--- src/rtl/pci_tgt_pkg.sv ---
package pci_tgt_pkg;
  typedef enum logic [2:0] {
    ST_IDLE, ST_DEC, ST_CLAIM, ST_WAIT, ST_DRIVE, ST_TURN, ST_MISS
  } tgt_st_e;

  localparam logic [3:0] CMD_MEM_RD = 4'b0110;
  localparam int STS_W    = 9;
  localparam int STS_W64  = 7;
  localparam int STS_BUSY = 8;
endpackage

--- src/rtl/pci_bar_dec.sv ---
module pci_bar_dec #(
  parameter int                    NUM_BAR  = 2,
  parameter int                    AW       = 32,
  parameter logic [NUM_BAR*AW-1:0] BAR_BASE = '0,
  parameter logic [NUM_BAR*AW-1:0] BAR_MASK = '0
) (
  input  logic [AW-1:0]      adr_i,
  input  logic [3:0]         cmd_i,
  output logic [NUM_BAR-1:0] hit_o
);
  import pci_tgt_pkg::*;

  logic cmd_ok;
  assign cmd_ok = (cmd_i == CMD_MEM_RD);

  for (genvar g = 0; g < NUM_BAR; g++) begin : g_bar
    localparam logic [AW-1:0] BASE = BAR_BASE[g*AW +: AW];
    localparam logic [AW-1:0] MASK = BAR_MASK[g*AW +: AW];
    assign hit_o[g] = cmd_ok && ((adr_i & MASK) == (BASE & MASK));
  end
endmodule

--- src/rtl/pci_loc_xfer.sv ---
module pci_loc_xfer #(
  parameter int DW = 32
) (
  input  logic          clk_i,
  input  logic          rst_ni,
  input  logic          loc_rdy_ni,
  input  logic          loc_ack_ni,
  input  logic [DW-1:0] loc_dat_i,
  output logic          xfr_o,
  output logic [DW-1:0] ad_o
);
  logic          rdy_q;
  logic [DW-1:0] dat_q;

  // transfer: ack low now, ready low at previous edge
  assign xfr_o = !loc_ack_ni && rdy_q;
  assign ad_o  = dat_q;

  always_ff @(posedge clk_i or negedge rst_ni) begin
    if (!rst_ni) begin
      rdy_q <= 1'b0;
      dat_q <= '0;
    end else begin
      rdy_q <= !loc_rdy_ni;
      if (xfr_o) dat_q <= loc_dat_i;
    end
  end
endmodule

--- src/rtl/pci_tgt_fsm.sv ---
module pci_tgt_fsm #(
  parameter int NUM_BAR = 2,
  parameter int AW      = 32
) (
  input  logic               clk_i,
  input  logic               rst_ni,
  input  logic               frame_ni,
  input  logic               irdy_ni,
  input  logic               req64_ni,
  input  logic [3:0]         cbe_ni,
  input  logic [AW-1:0]      ad_i,
  input  logic [NUM_BAR-1:0] hit_i,
  input  logic               xfr_i,
  output logic [AW-1:0]      adr_o,
  output logic [3:0]         cmd_o,
  output logic               w64_o,
  output logic [NUM_BAR-1:0] hit_o,
  output logic               loc_frame_no,
  output logic               loc_ack_no,
  output logic               ctl_oe_o,
  output logic               ad_oe_o,
  output logic               devsel_no,
  output logic               ack64_no,
  output logic               trdy_no
);
  import pci_tgt_pkg::*;

  tgt_st_e st_q;
  logic    frame_q;

  always_ff @(posedge clk_i or negedge rst_ni) begin
    if (!rst_ni) begin
      st_q         <= ST_IDLE;
      frame_q      <= 1'b1;
      adr_o        <= '0;
      cmd_o        <= '0;
      w64_o        <= 1'b0;
      hit_o        <= '0;
      loc_frame_no <= 1'b1;
      loc_ack_no   <= 1'b1;
      ctl_oe_o     <= 1'b0;
      ad_oe_o      <= 1'b0;
      devsel_no    <= 1'b1;
      ack64_no     <= 1'b1;
      trdy_no      <= 1'b1;
    end else begin
      frame_q <= frame_ni;
      unique case (st_q)
        ST_IDLE: if (!frame_ni && frame_q) begin
          adr_o <= ad_i;
          cmd_o <= cbe_ni;
          w64_o <= !req64_ni;
          st_q  <= ST_DEC;
        end
        ST_DEC: if (|hit_i) begin
          hit_o        <= hit_i;
          loc_frame_no <= 1'b0;
          ctl_oe_o     <= 1'b1;
          st_q         <= ST_CLAIM;
        end else begin
          st_q <= ST_MISS;
        end
        ST_CLAIM: begin
          devsel_no  <= 1'b0;
          ack64_no   <= !w64_o;
          loc_ack_no <= 1'b0;
          ad_oe_o    <= 1'b1;
          st_q       <= ST_WAIT;
        end
        ST_WAIT: if (xfr_i) begin
          loc_ack_no <= 1'b1;
          trdy_no    <= 1'b0;
          st_q       <= ST_DRIVE;
        end
        ST_DRIVE: if (!irdy_ni) begin
          trdy_no      <= 1'b1;
          devsel_no    <= 1'b1;
          ack64_no     <= 1'b1;
          ad_oe_o      <= 1'b0;
          loc_frame_no <= 1'b1;
          hit_o        <= '0;
          st_q         <= ST_TURN;
        end
        ST_TURN: begin
          ctl_oe_o <= 1'b0;
          st_q     <= ST_IDLE;
        end
        ST_MISS: if (frame_ni && irdy_ni) st_q <= ST_IDLE;
        default: st_q <= ST_IDLE;
      endcase
    end
  end
endmodule

--- src/rtl/pci_tgt_rd.sv ---
module pci_tgt_rd #(
  parameter int                    NUM_BAR  = 2,
  parameter int                    AW       = 32,
  parameter int                    DW       = 32,
  parameter logic [NUM_BAR*AW-1:0] BAR_BASE = {32'h2000_0000, 32'h1000_0000},
  parameter logic [NUM_BAR*AW-1:0] BAR_MASK = {32'hFFFF_0000, 32'hFFFF_F000}
) (
  input  logic          clk_i,
  input  logic          rst_ni,
  input  logic          frame_ni,
  input  logic          irdy_ni,
  input  logic          req64_ni,
  input  logic [3:0]    cbe_ni,
  input  logic [AW-1:0] ad_i,
  output logic [DW-1:0] ad_o,
  output logic          ad_oe_o,
  output logic          ctl_oe_o,
  output logic          devsel_no,
  output logic          ack64_no,
  output logic          trdy_no,
  output logic          stop_no,
  output logic          loc_frame_no,
  output logic [8:0]    loc_sts_o,
  output logic [3:0]    loc_cmd_o,
  output logic [AW-1:0] loc_adr_o,
  output logic          loc_ack_no,
  input  logic          loc_rdy_ni,
  input  logic [DW-1:0] loc_dat_i,
  output logic          loc_xfr_no
);
  import pci_tgt_pkg::*;

  logic [NUM_BAR-1:0] hit_dec, hit_q;
  logic [AW-1:0]      adr_q;
  logic [3:0]         cmd_q;
  logic               w64_q, xfr;

  pci_bar_dec #(
    .NUM_BAR(NUM_BAR), .AW(AW), .BAR_BASE(BAR_BASE), .BAR_MASK(BAR_MASK)
  ) u_dec (
    .adr_i(adr_q), .cmd_i(cmd_q), .hit_o(hit_dec)
  );

  pci_tgt_fsm #(.NUM_BAR(NUM_BAR), .AW(AW)) u_fsm (
    .clk_i, .rst_ni, .frame_ni, .irdy_ni, .req64_ni, .cbe_ni, .ad_i,
    .hit_i(hit_dec), .xfr_i(xfr),
    .adr_o(adr_q), .cmd_o(cmd_q), .w64_o(w64_q), .hit_o(hit_q),
    .loc_frame_no, .loc_ack_no, .ctl_oe_o, .ad_oe_o,
    .devsel_no, .ack64_no, .trdy_no
  );

  pci_loc_xfer #(.DW(DW)) u_xfer (
    .clk_i, .rst_ni, .loc_rdy_ni, .loc_ack_ni(loc_ack_no), .loc_dat_i,
    .xfr_o(xfr), .ad_o
  );

  assign stop_no    = 1'b1;
  assign loc_xfr_no = !xfr;
  assign loc_cmd_o  = cmd_q;
  assign loc_adr_o  = adr_q;

  always_comb begin
    loc_sts_o                = '0;
    loc_sts_o[NUM_BAR-1:0]   = hit_q;
    loc_sts_o[STS_W64]       = w64_q && !loc_frame_no;
    loc_sts_o[STS_BUSY]      = !loc_frame_no;
  end
endmodule

--- config.mk ---
export PLATFORM = sky130hd
export DESIGN_NAME = pci_tgt_rd
export DESIGN_NICKNAME = d
export VERILOG_FILES = /design/src/rtl/pci_tgt_pkg.sv /design/src/rtl/pci_bar_dec.sv /design/src/rtl/pci_loc_xfer.sv /design/src/rtl/pci_tgt_fsm.sv /design/src/rtl/pci_tgt_rd.sv
export SDC_FILE = /design/constraint.sdc
export NUM_CORES = 1
export LEC_CHECK = 0
export ABC_AREA = 0
export BUFFER_PORTS_ARGS = -buffer_cell sky130_fd_sc_hd__buf_2
export CORE_AREA = 5 5 113 115
export DETAILED_ROUTE_END_ITERATION = 10
export DIE_AREA = 0 0 118 120
export PLACE_DENSITY_LB_ADDON = 0.1
export SKIP_CTS_REPAIR_TIMING = 1
export SLEW_MARGIN = 0
export SYNTH_ARGS = -nofsm -noshare
export SYNTH_HDL_FRONTEND = slang
export SYNTH_SLANG_ARGS = --single-unit
--- constraint.sdc ---
create_clock -name clk_i -period 5 [get_ports clk_i]
set_clock_uncertainty 0.2 [all_clocks]
set_input_delay 1 -clock clk_i [delete_from_list [all_inputs] [get_ports clk_i]]
set_output_delay 1 -clock clk_i [all_outputs]
set_load 0.1 [all_outputs]
==> reports/results.tsv, run 1 <==
stage	metric	value	unit
synthesis	yosys-top-cells-area	dfrtp_1, mux2_2, dfstp_2	
global_route	antenna_found_initial	0	
synthesis	synth_top_area_cell	dfrtp_1	
global_route	grt_pass1_wl	13500	um
critical_path	cp-end-kind	register	
route	dr_total_vias	2388	
critical_path	crit_chain	buf_2, nand2b_1, nor4_4, buf_4, mux2_2	
cells_and_area	fin_util	0.395	
cells_and_area	fin_nets	467	
timing	relSlewSlack	0.302	
timing	rsz0062_at_grt	false	
critical_path	cp.required	5.02	ns
timing	fmax	364	MHz
placement	dp_hpwl	5940	um
clocking	numCtsBuffers	9	
timing	setup_violations	0	
cells_and_area	layout_commonest_cell	buf_2	
synthesis	synth-simple-area-share	0.0683	
critical_path	regToRegEndpoint	u_fsm.adr_o[16]	
synthesis	avgSynthCellArea	14.1	um2
timing	min_period	2.75	ns
timing	post-route-period-util	0.550	
route	drtIter0Drc	81	
synthesis	ys_seq_area_frac	0.618	
placement	dpl_cell_area	4250	um2
synthesis	syn_area	3370	um2
die	core	11700	um2
synthesis	synthMuxAreaShare	0.230	
route	drt-pass1-iter-count	4	
placement	io_buffer_count	153	
cells_and_area	layout-drive-gt1-share	0.618	
cells_and_area	mostFrequentLayoutCells	buf_2, dfrtp_1, mux2_2, nor2_1, clkbuf_16	
clocking	cts_tree	yes	
timing	drv_slew	0	
clocking	clock_latency	0.33	ns
clocking	root_buffer	clkbuf_16	
route	drc	0	
synthesis	synth_compound_area_frac	0.0419	
die	initial_core_util	0.288	
global_route	grt_max_degree	84	
global_route	grt-ovfl-total	0	
run_status	status	finished clean	
route	post_drt_wl_per_cell	15.0	um
critical_path	crit_path_max_incr_delay	0.57	ns
synthesis	synthCells	239	
route	wl	8170	um
synthesis	synth_seq_cells	83	
synthesis	netlist.area_leader.share	0.571	
critical_path	timing.rr.start	u_fsm.st_q[1]	
cells_and_area	antenna_cells	0	
clocking	clk_pin_slew	0.06	ns
die	die_y	120	um
critical_path	startpoint_type	input pin	
critical_path	slowest_stage	nor4_4	
global_route	track_usage	0.118	
timing	worstMarginPinSlew	1.05	ns
critical_path	critPathArrivalTime	2.77	ns
synthesis	synth.distinct_cells	31	
job	max-cap-violations	0	
min_path	hold_depth	1	
critical_path	crit_fanout	29	
synthesis	async_flop_share	1.00	
clocking	clock_sinks	83	
route	route.detailed.vias_per_inst	4.38	
min_path	hold_start	u_fsm.adr_o[8]	
placement	gp_congestion	0.704	
timing	hold_violations	0	
min_path	min_to	u_fsm.adr_o[8]	
critical_path	rr_worst_depth	3	
synthesis	synth_xor_area_frac	0	
critical_path	path_class	in -> reg	
critical_path	reg2reg_slack	2.50	ns
clocking	h-tree-depth	3	
cells_and_area	fin_area	4630	um2
die	die_w	118	um
global_route	grt_pass1_vias	2562	
die	die_area	14200	um2
synthesis	synth_warnings	0	
route	postRouteAntennaNets	0	
clocking	clk_path_buf_depth	2	
timing	fin_setup_tns	0	ns
synthesis	synthAdderAreaFrac	0	
die	row_count	40	
min_path	hold_class	reg -> reg	
cells_and_area	area_delta_synth_final	37.2	%
synthesis	ys.flop_type	dfrtp_1	
die	io_pins	160	
synthesis	synth_edf_count	0	
synthesis	synth_top_family_by_area	multiplexers	
## synthesized netlist by cell type, drive strengths merged, types with 2 or more instances
cell type and instances:
clkbuf 3, nand2 7, buf 13, mux2 68, dfrtp 77, dfstp 6, o21ai 6, nand2b 5
nand3 3, nor2b 5, nor2 9, nor4 8, inv 6, o21bai 2, a21oi 4, conb 2
o22a 3, a31oi 3
## kinds of logic after synthesis
family	count (synthesis)
DFF	83
and+or+nand+nor	41
other	2
muxes	69
AOI/OAI and AO/OA	22
buffers and inverters	22
## through the flow
stage	cells	setup WS, ns	hold WS [ns]
2_1_floorplan	243	1.90	0.254
3_3_place_gp	529	1.88	0.268
3_5_place_dp	529	1.83	0.278
4_1_cts	545	2.19	0.292
5_1_grt	545	2.11	0.309
6_report	545	2.25	0.288
## state kept, by name (all words and copies together), names as in the netlist, 2 cells and up
signal	count
u_fsm.hit_o	2
u_fsm.adr_o	32
u_fsm.cmd_o	4
u_xfer.ad_o	32
u_fsm.st_q	3
## worst max-delay path: cells and delay by family
family,cells,cell delay [ns]
buffers and inverters,2,0.61
multiplexers,1,0.39
AND/OR/NAND/NOR,2,0.76
## final cells by class
cell class              instances  area (um2)
repair buffers                155         783
multi-input cells             138        1180
clock inverters                 6         136
clock buffers                  10         239
fillers                      1162        7080
well taps                     147         184
flip-flops and latches         83        2080
inverters                       6        22.5
## per-layer routing
| layer | vias up | wire [um] | part of all wire | global-route usage |
|---|---|---|---|---|
| met5 | - | 0 | 0 | 0 |
| met4 | 0 | 115 | 0.014 | 0.0495 |
| met3 | 11 | 649 | 0.079 | 0.0471 |
| met2 | 82 | 3980 | 0.49 | 0.185 |
| met1 | 1146 | 3430 | 0.42 | 0.145 |
| li1 | 1149 | - | - | - |
## worst max-delay path by stage
stage,startpoint,end,slack [ns],cells past startpoint
after floorplan,u_fsm.loc_ack_no,loc_xfr_no,1.90,4
after global placement,frame_ni,u_fsm.adr_o[10],1.88,5
after detailed placement,frame_ni,u_fsm.adr_o[16],1.83,5
after CTS,frame_ni,u_fsm.adr_o[16],2.19,5
after global routing,frame_ni,u_fsm.adr_o[12],2.11,5
final,frame_ni,u_fsm.adr_o[16],2.25,5
Power of run 1 is left out: the tool's default activity adds up to more than one toggle a clock period on the data nets, which glitch-free logic cannot reach.
==> inputs of run 2 (changes only) <==
--- a/config.mk
+++ b/config.mk
@@ -5,11 +5,11 @@
 export SDC_FILE = /design/constraint.sdc
 export NUM_CORES = 1
 export LEC_CHECK = 0
-export ABC_AREA = 0
+export ABC_AREA = 1
 export BUFFER_PORTS_ARGS = -buffer_cell sky130_fd_sc_hd__buf_2
-export CORE_AREA = 5 5 113 115
+export CORE_AREA = 5 5 115 117
 export DETAILED_ROUTE_END_ITERATION = 10
-export DIE_AREA = 0 0 118 120
+export DIE_AREA = 0 0 120 122
 export PLACE_DENSITY_LB_ADDON = 0.1
 export SKIP_CTS_REPAIR_TIMING = 1
 export SLEW_MARGIN = 0
==> constraint.sdc (replaced) <==
create_clock -name clk_i -period 2.69 [get_ports clk_i]
set_clock_uncertainty 0.2 [all_clocks]
set_input_delay 0.538 -clock clk_i [delete_from_list [all_inputs] [get_ports clk_i]]
set_output_delay 0.538 -clock clk_i [all_outputs]
set_load 0.1 [all_outputs]
==> reports/results.tsv, run 2 <==
stage	metric	value	unit	change
timing	worstMarginPinSlew	0.666	ns	was 1.05 ns
die	io_pins	160		unchanged
clocking	clock_sinks	83		unchanged
global_route	grt-ovfl-total	0		unchanged
cells_and_area	layout_commonest_cell	buf_2		unchanged
die	core	12300	um2	was 11,700 um2
synthesis	ys.flop_type	dfrtp_1		unchanged
die	die_w	120	um	was 118 um
die	initial_core_util	0.290		was 0.288
synthesis	avgSynthCellArea	12.8	um2	was 14.1 um2
critical_path	cp-end-kind	output pin		was register
cells_and_area	layout-drive-gt1-share	0.568		was 0.618
clocking	clock_latency	0.33	ns	about the same
synthesis	synth_warnings	0		unchanged
critical_path	crit_fanout	9		was 29
critical_path	rr_worst_depth	4		was 3
critical_path	cp.required	1.95	ns	was 5.02 ns
route	post_drt_wl_per_cell	14.1	um	was 15.0 um
die	row_count	41		was 40
clocking	clk_pin_slew	0.06	ns	about the same
critical_path	startpoint_type	register		was input pin
clocking	numCtsBuffers	9		unchanged
placement	dpl_cell_area	4480	um2	was 4250 um2
synthesis	syn_area	3550	um2	was 3370 um2
route	route.detailed.vias_per_inst	4.31		was 4.38
route	drtIter0Drc	110		was 81
synthesis	synth_edf_count	0		unchanged
placement	dp_hpwl	6310	um	was 5940 um
synthesis	synthCells	277		was 239
synthesis	synth_seq_cells	83		unchanged
synthesis	yosys-top-cells-area	dfrtp_1, mux2_4, mux2_2		was dfrtp_1, mux2_2, dfstp_2
cells_and_area	area_delta_synth_final	35.2	%	was 37.2%
synthesis	ys_seq_area_frac	0.587		was 0.618
placement	io_buffer_count	153		unchanged
clocking	h-tree-depth	3		unchanged
synthesis	synth.distinct_cells	24		was 31
global_route	antenna_found_initial	0		unchanged
clocking	cts_tree	yes		unchanged
critical_path	critPathArrivalTime	1.45	ns	was 2.77 ns
cells_and_area	fin_nets	511		was 467
placement	gp_congestion	0.775		was 0.704
job	max-cap-violations	0		unchanged
synthesis	ys_top_cells_by_count	dfrtp_1, mux2_2, nor2_1		unchanged
route	drc	0		unchanged
synthesis	synth_top_area_cell	dfrtp_1		unchanged
timing	post-route-period-util	0.815		
timing	setup_violations	0		unchanged
timing	hold_violations	0		unchanged
timing	relSlewSlack	0.556		was 0.302
synthesis	netlist.area_leader.share	0.543		was 0.571
critical_path	crit_path_max_incr_delay	0.52	ns	was 0.57 ns
cells_and_area	fin_area	4800	um2	was 4630 um2
run_status	status	finished clean		unchanged
route	dr_total_vias	2549		was 2,388
route	postRouteAntennaNets	0		unchanged
global_route	track_usage	0.114		was 0.118
clocking	root_buffer	clkbuf_16		unchanged
die	die_y	122	um	was 120 um
synthesis	yosysMostFrequentCell	dfrtp_1		unchanged
synthesis	async_flop_share	1.00		unchanged
timing	drv_slew	0		unchanged
route	drt-pass1-iter-count	4		unchanged
critical_path	path_class	reg -> out		was in -> reg
min_path	hold_depth	1		unchanged
timing	min_period	2.19	ns	
cells_and_area	finalNonFillerCells	592		was 545
cells_and_area	antenna_cells	0		unchanged
critical_path	slowest_stage	dfstp_2		was nor4_4
global_route	grt_pass1_vias	2626		was 2,562
placement	place_inst	575		was 529
cells_and_area	fin_util	0.391		was 0.395
global_route	grt_max_degree	43		was 84
timing	rsz0062_at_grt	false		unchanged
global_route	grt_pass1_wl	13300	um	was 13,500 um
die	die_area	14600	um2	was 14,200 um2
min_path	hold_class	in -> reg		was reg -> reg
route	wl	8370	um	was 8170 um
timing	fmax	456	MHz	
clocking	clk_path_buf_depth	2		unchanged
critical_path	crit_chain	inv_1, nand2_1, buf_12		was buf_2, nand2b_1, nor4_4, buf_4, mux2_2
timing	fin_setup_tns	0	ns	unchanged
cells_and_area	mostFrequentLayoutCells	buf_2, dfrtp_1, mux2_2, nor2_1, mux2_4		was buf_2, dfrtp_1, mux2_2, nor2_1, clkbuf_16
run 2: changes by cell type after synthesis, moves of 5 or more:
cell | before | now
nand2_1 | 7 | 29
nand2b_1 | 5 | 0
mux2_2 | 67 | 34
nand3_1 | 3 | 9
nor4_1 | 7 | 0
nor2b_1 | 5 | 0
nor2_1 | 9 | 31
mux2_4 | 0 | 30
inv_1 | 6 | 19
run 2: cells by family after synthesis:
group / share of synthesized area
multiplexers: 0.235
flip-flops: 0.587
buffers and inverters: 0.0521
AND/OR/NAND/NOR: 0.100
AO/OA/AOI/OAI: 0.0236
other: 0.00211
run 2: area by class of cell:
class / count / area (um2)
clock buffer: 11 / 253
clock inverter: 5 / 60.1
fill: 1234 / 7460
inverter: 20 / 75.1
multi-input combinational: 164 / 1300
sequential: 83 / 2080
tap: 150 / 188
timing repair buffer: 159 / 843
run 2: path summary, 6_finish.rpt:
check                                      start              end  slack, ns
min in group asynchronous                 rst_ni   u_xfer.ad_o[4]       0.49
worst min register to register       u_fsm.w64_o   u_fsm.ack64_no       0.24
worst max-delay path            u_fsm.loc_ack_no       loc_xfr_no       0.50
worst max register to register     u_fsm.st_q[2]  u_fsm.adr_o[31]       0.69
worst min-delay path                    frame_ni    u_fsm.frame_q       0.14
max in group asynchronous                 rst_ni    u_fsm.frame_q       1.14
run 2: worst max-delay path, delay by kind of cell (launching register included):
family,cells,cell delay [ns]
flops,1,0.52
buf+inv,2,0.28
simple gates,1,0.32
run 2: per-layer routing:
metal	track usage	routed length, um	up-vias
li1	-	-	1227
met1	0.151	3870	1209
met2	0.177	3670	106
met3	0.0418	751	7
met4	0.0344	73	0
met5	0	0	-
run 2: through the flow:
step                      hold WS, ns  setup WS (ns)
after CTS                     -0.0491          0.458
after global routing            0.127          0.406
final                           0.139          0.497
after floorplan                0.0424         0.0927
after global placement          0.230          0.600
after detailed placement        0.232          0.580
Power of run 2 is left out for the same reason.
==> inputs of run 3 (changes only) <==
--- a/config.mk
+++ b/config.mk
@@ -5,11 +5,11 @@
 export SDC_FILE = /design/constraint.sdc
 export NUM_CORES = 1
 export LEC_CHECK = 0
-export ABC_AREA = 1
+export ABC_AREA = 0
 export BUFFER_PORTS_ARGS = -buffer_cell sky130_fd_sc_hd__buf_2
-export CORE_AREA = 5 5 115 117
+export CORE_AREA = 5 5 113 115
 export DETAILED_ROUTE_END_ITERATION = 10
-export DIE_AREA = 0 0 120 122
+export DIE_AREA = 0 0 118 120
 export PLACE_DENSITY_LB_ADDON = 0.1
 export SKIP_CTS_REPAIR_TIMING = 1
 export SLEW_MARGIN = 0
==> constraint.sdc (replaced) <==
create_clock -name clk_i -period 1.9 [get_ports clk_i]
set_clock_uncertainty 0.2 [all_clocks]
set_input_delay 0.38 -clock clk_i [delete_from_list [all_inputs] [get_ports clk_i]]
set_output_delay 0.38 -clock clk_i [all_outputs]
set_load 0.1 [all_outputs]
==> reports/results.tsv, run 3 (synthesized netlist as in run 1, its figures left out) <==
stage	metric	value	unit	change
clocking	clk_path_buf_depth	2		unchanged
timing	finalWorstSetupSlack	0.0327	ns	was 0.497 ns
timing	min_period	1.87	ns	
job	max-cap-violations	0		unchanged
critical_path	crit_path_max_incr_delay	0.66	ns	was 0.52 ns
clocking	clock_latency	0.33	ns	about the same
cells_and_area	fill_cells	1159		was 1,234
critical_path	crit_start	u_fsm.loc_frame_no		was u_fsm.loc_ack_no
timing	setup_violations	0		unchanged
global_route	antenna_found_initial	0		unchanged
clocking	root_buffer	clkbuf_16		unchanged
die	die_w	118	um	was 120 um
cells_and_area	fin_nets	481		was 511
placement	gp_congestion	0.735		was 0.775
timing	fmax	536	MHz	
clocking	h-tree-depth	3		unchanged
cells_and_area	area_delta_synth_final	45.5	%	was 35.2%
route	drc	0		unchanged
cells_and_area	layout-drive-gt1-share	0.687		was 0.568
global_route	track_usage	0.121		was 0.114
global_route	grt-ovfl-total	0		unchanged
die	die_y	120	um	was 122 um
min_path	hold_class	in -> reg		unchanged
placement	dp_hpwl	6360	um	was 6310 um
global_route	grt_pass1_vias	2629		was 2,626
route	route.detailed.vias_per_inst	4.44		was 4.31
timing	fin_setup_tns	0	ns	unchanged
global_route	grt_max_degree	40		was 43
critical_path	crit_fanout	3		was 9
die	row_count	40		was 41
timing	drv_slew	0		unchanged
route	dr_total_vias	2483		was 2,549
run_status	status	finished clean		unchanged
timing	holdWs	0.0278	ns	was 0.139 ns
route	post_drt_wl_per_cell	15.1	um	was 14.1 um
critical_path	regToRegEndpoint	u_fsm.hit_o[1]		was u_fsm.adr_o[31]
critical_path	startpoint_type	register		unchanged
cells_and_area	multi_input_area	1220	um2	was 1300 um2
die	core	11700	um2	was 12,300 um2
route	drtIter0Drc	87		was 110
timing	worstMarginPinSlew	0.518	ns	was 0.666 ns
critical_path	timing.rr.start	u_fsm.adr_o[27]		was u_fsm.st_q[2]
timing	post-route-period-util	0.983		
clocking	cts_tree	yes		unchanged
critical_path	path_class	reg -> out		unchanged
critical_path	crit_chain	clkinvlp_4, buf_12		was inv_1, nand2_1, buf_12
cells_and_area	mostFrequentLayoutCells	buf_2, mux2_2, dfrtp_1, dfrtp_2, buf_4		was buf_2, dfrtp_1, mux2_2, nor2_1, mux2_4
critical_path	critPathArrivalTime	1.29	ns	was 1.45 ns
clocking	clock_sinks	83		unchanged
die	io_pins	160		unchanged
cells_and_area	antenna_cells	0		unchanged
critical_path	reg2reg_slack	0.10	ns	was 0.69 ns
timing	hold_violations	0		unchanged
route	drt-pass1-iter-count	4		unchanged
placement	io_buffer_count	153		unchanged
global_route	grt_pass1_wl	13500	um	was 13,300 um
cells_and_area	layout_commonest_cell	buf_2		unchanged
timing	relSlewSlack	0.657		was 0.556
clocking	numCtsBuffers	9		unchanged
placement	dpl_worst_slack	0.00763	ns	was 0.580 ns
critical_path	crit_end	loc_sts_o[8]		was loc_xfr_no
critical_path	cp-end-kind	output pin		unchanged
die	die_area	14200	um2	was 14,600 um2
route	wl	8450	um	was 8370 um
route	postRouteAntennaNets	0		unchanged
critical_path	rr_worst_depth	4		unchanged
cells_and_area	seq_area	2110	um2	was 2080 um2
critical_path	cp.required	1.32	ns	was 1.95 ns
critical_path	slowest_stage	dfstp_4		was dfstp_2
die	initial_core_util	0.288		was 0.290
clocking	clk_pin_slew	0.06	ns	about the same
-- run 3: metal layers --
layer	vias up	share of wire	global-route usage
met5	-	0	0
met4	0	0.029	0.0731
met3	13	0.057	0.0363
met2	75	0.51	0.195
met1	1224	0.40	0.143
li1	1171	-	-
-- run 3: worst min path at each step --
stage,from,endpoint,slack [ns],cells past startpoint
final,req64_ni,u_fsm.w64_o,0.03,2
after global placement,rst_ni,u_xfer.rdy_q,0.15,1
after CTS,rst_ni,u_fsm.adr_o[13],-0.21,1
after floorplan,rst_ni,u_fsm.ad_oe_o,-0.12,0
after detailed placement,rst_ni,u_fsm.adr_o[26],0.16,1
after global routing,req64_ni,u_fsm.w64_o,0.03,2
-- run 3: cell type report --
type                            instances  share of cell area
Clock buffer                           11              0.0495
Multi-Input combinational cell        138               0.249
Timing Repair Buffer                  169               0.207
Sequential cell                        83               0.431
Clock inverter                          5              0.0204
Tap cell                              147              0.0375
Inverter                                6             0.00612
-- run 3: worst max-delay path: cells and delay by family (launching register included) --
| kind | cells | cell delay [ns] |
|---|---|---|
| DFF | 1 | 0.66 |
| buffers and inverters | 2 | 0.29 |
-- run 3: per-stage QoR --
stage,area (um2),util,std cells
4_1_cts,4790,0.409,552
3_5_place_dp,4450,0.380,536
3_3_place_gp,4450,0.380,536
2_1_floorplan,3440,-,243
5_1_grt,4910,0.419,559
6_report,4910,0.419,559
Power of run 3 is left out for the same reason.
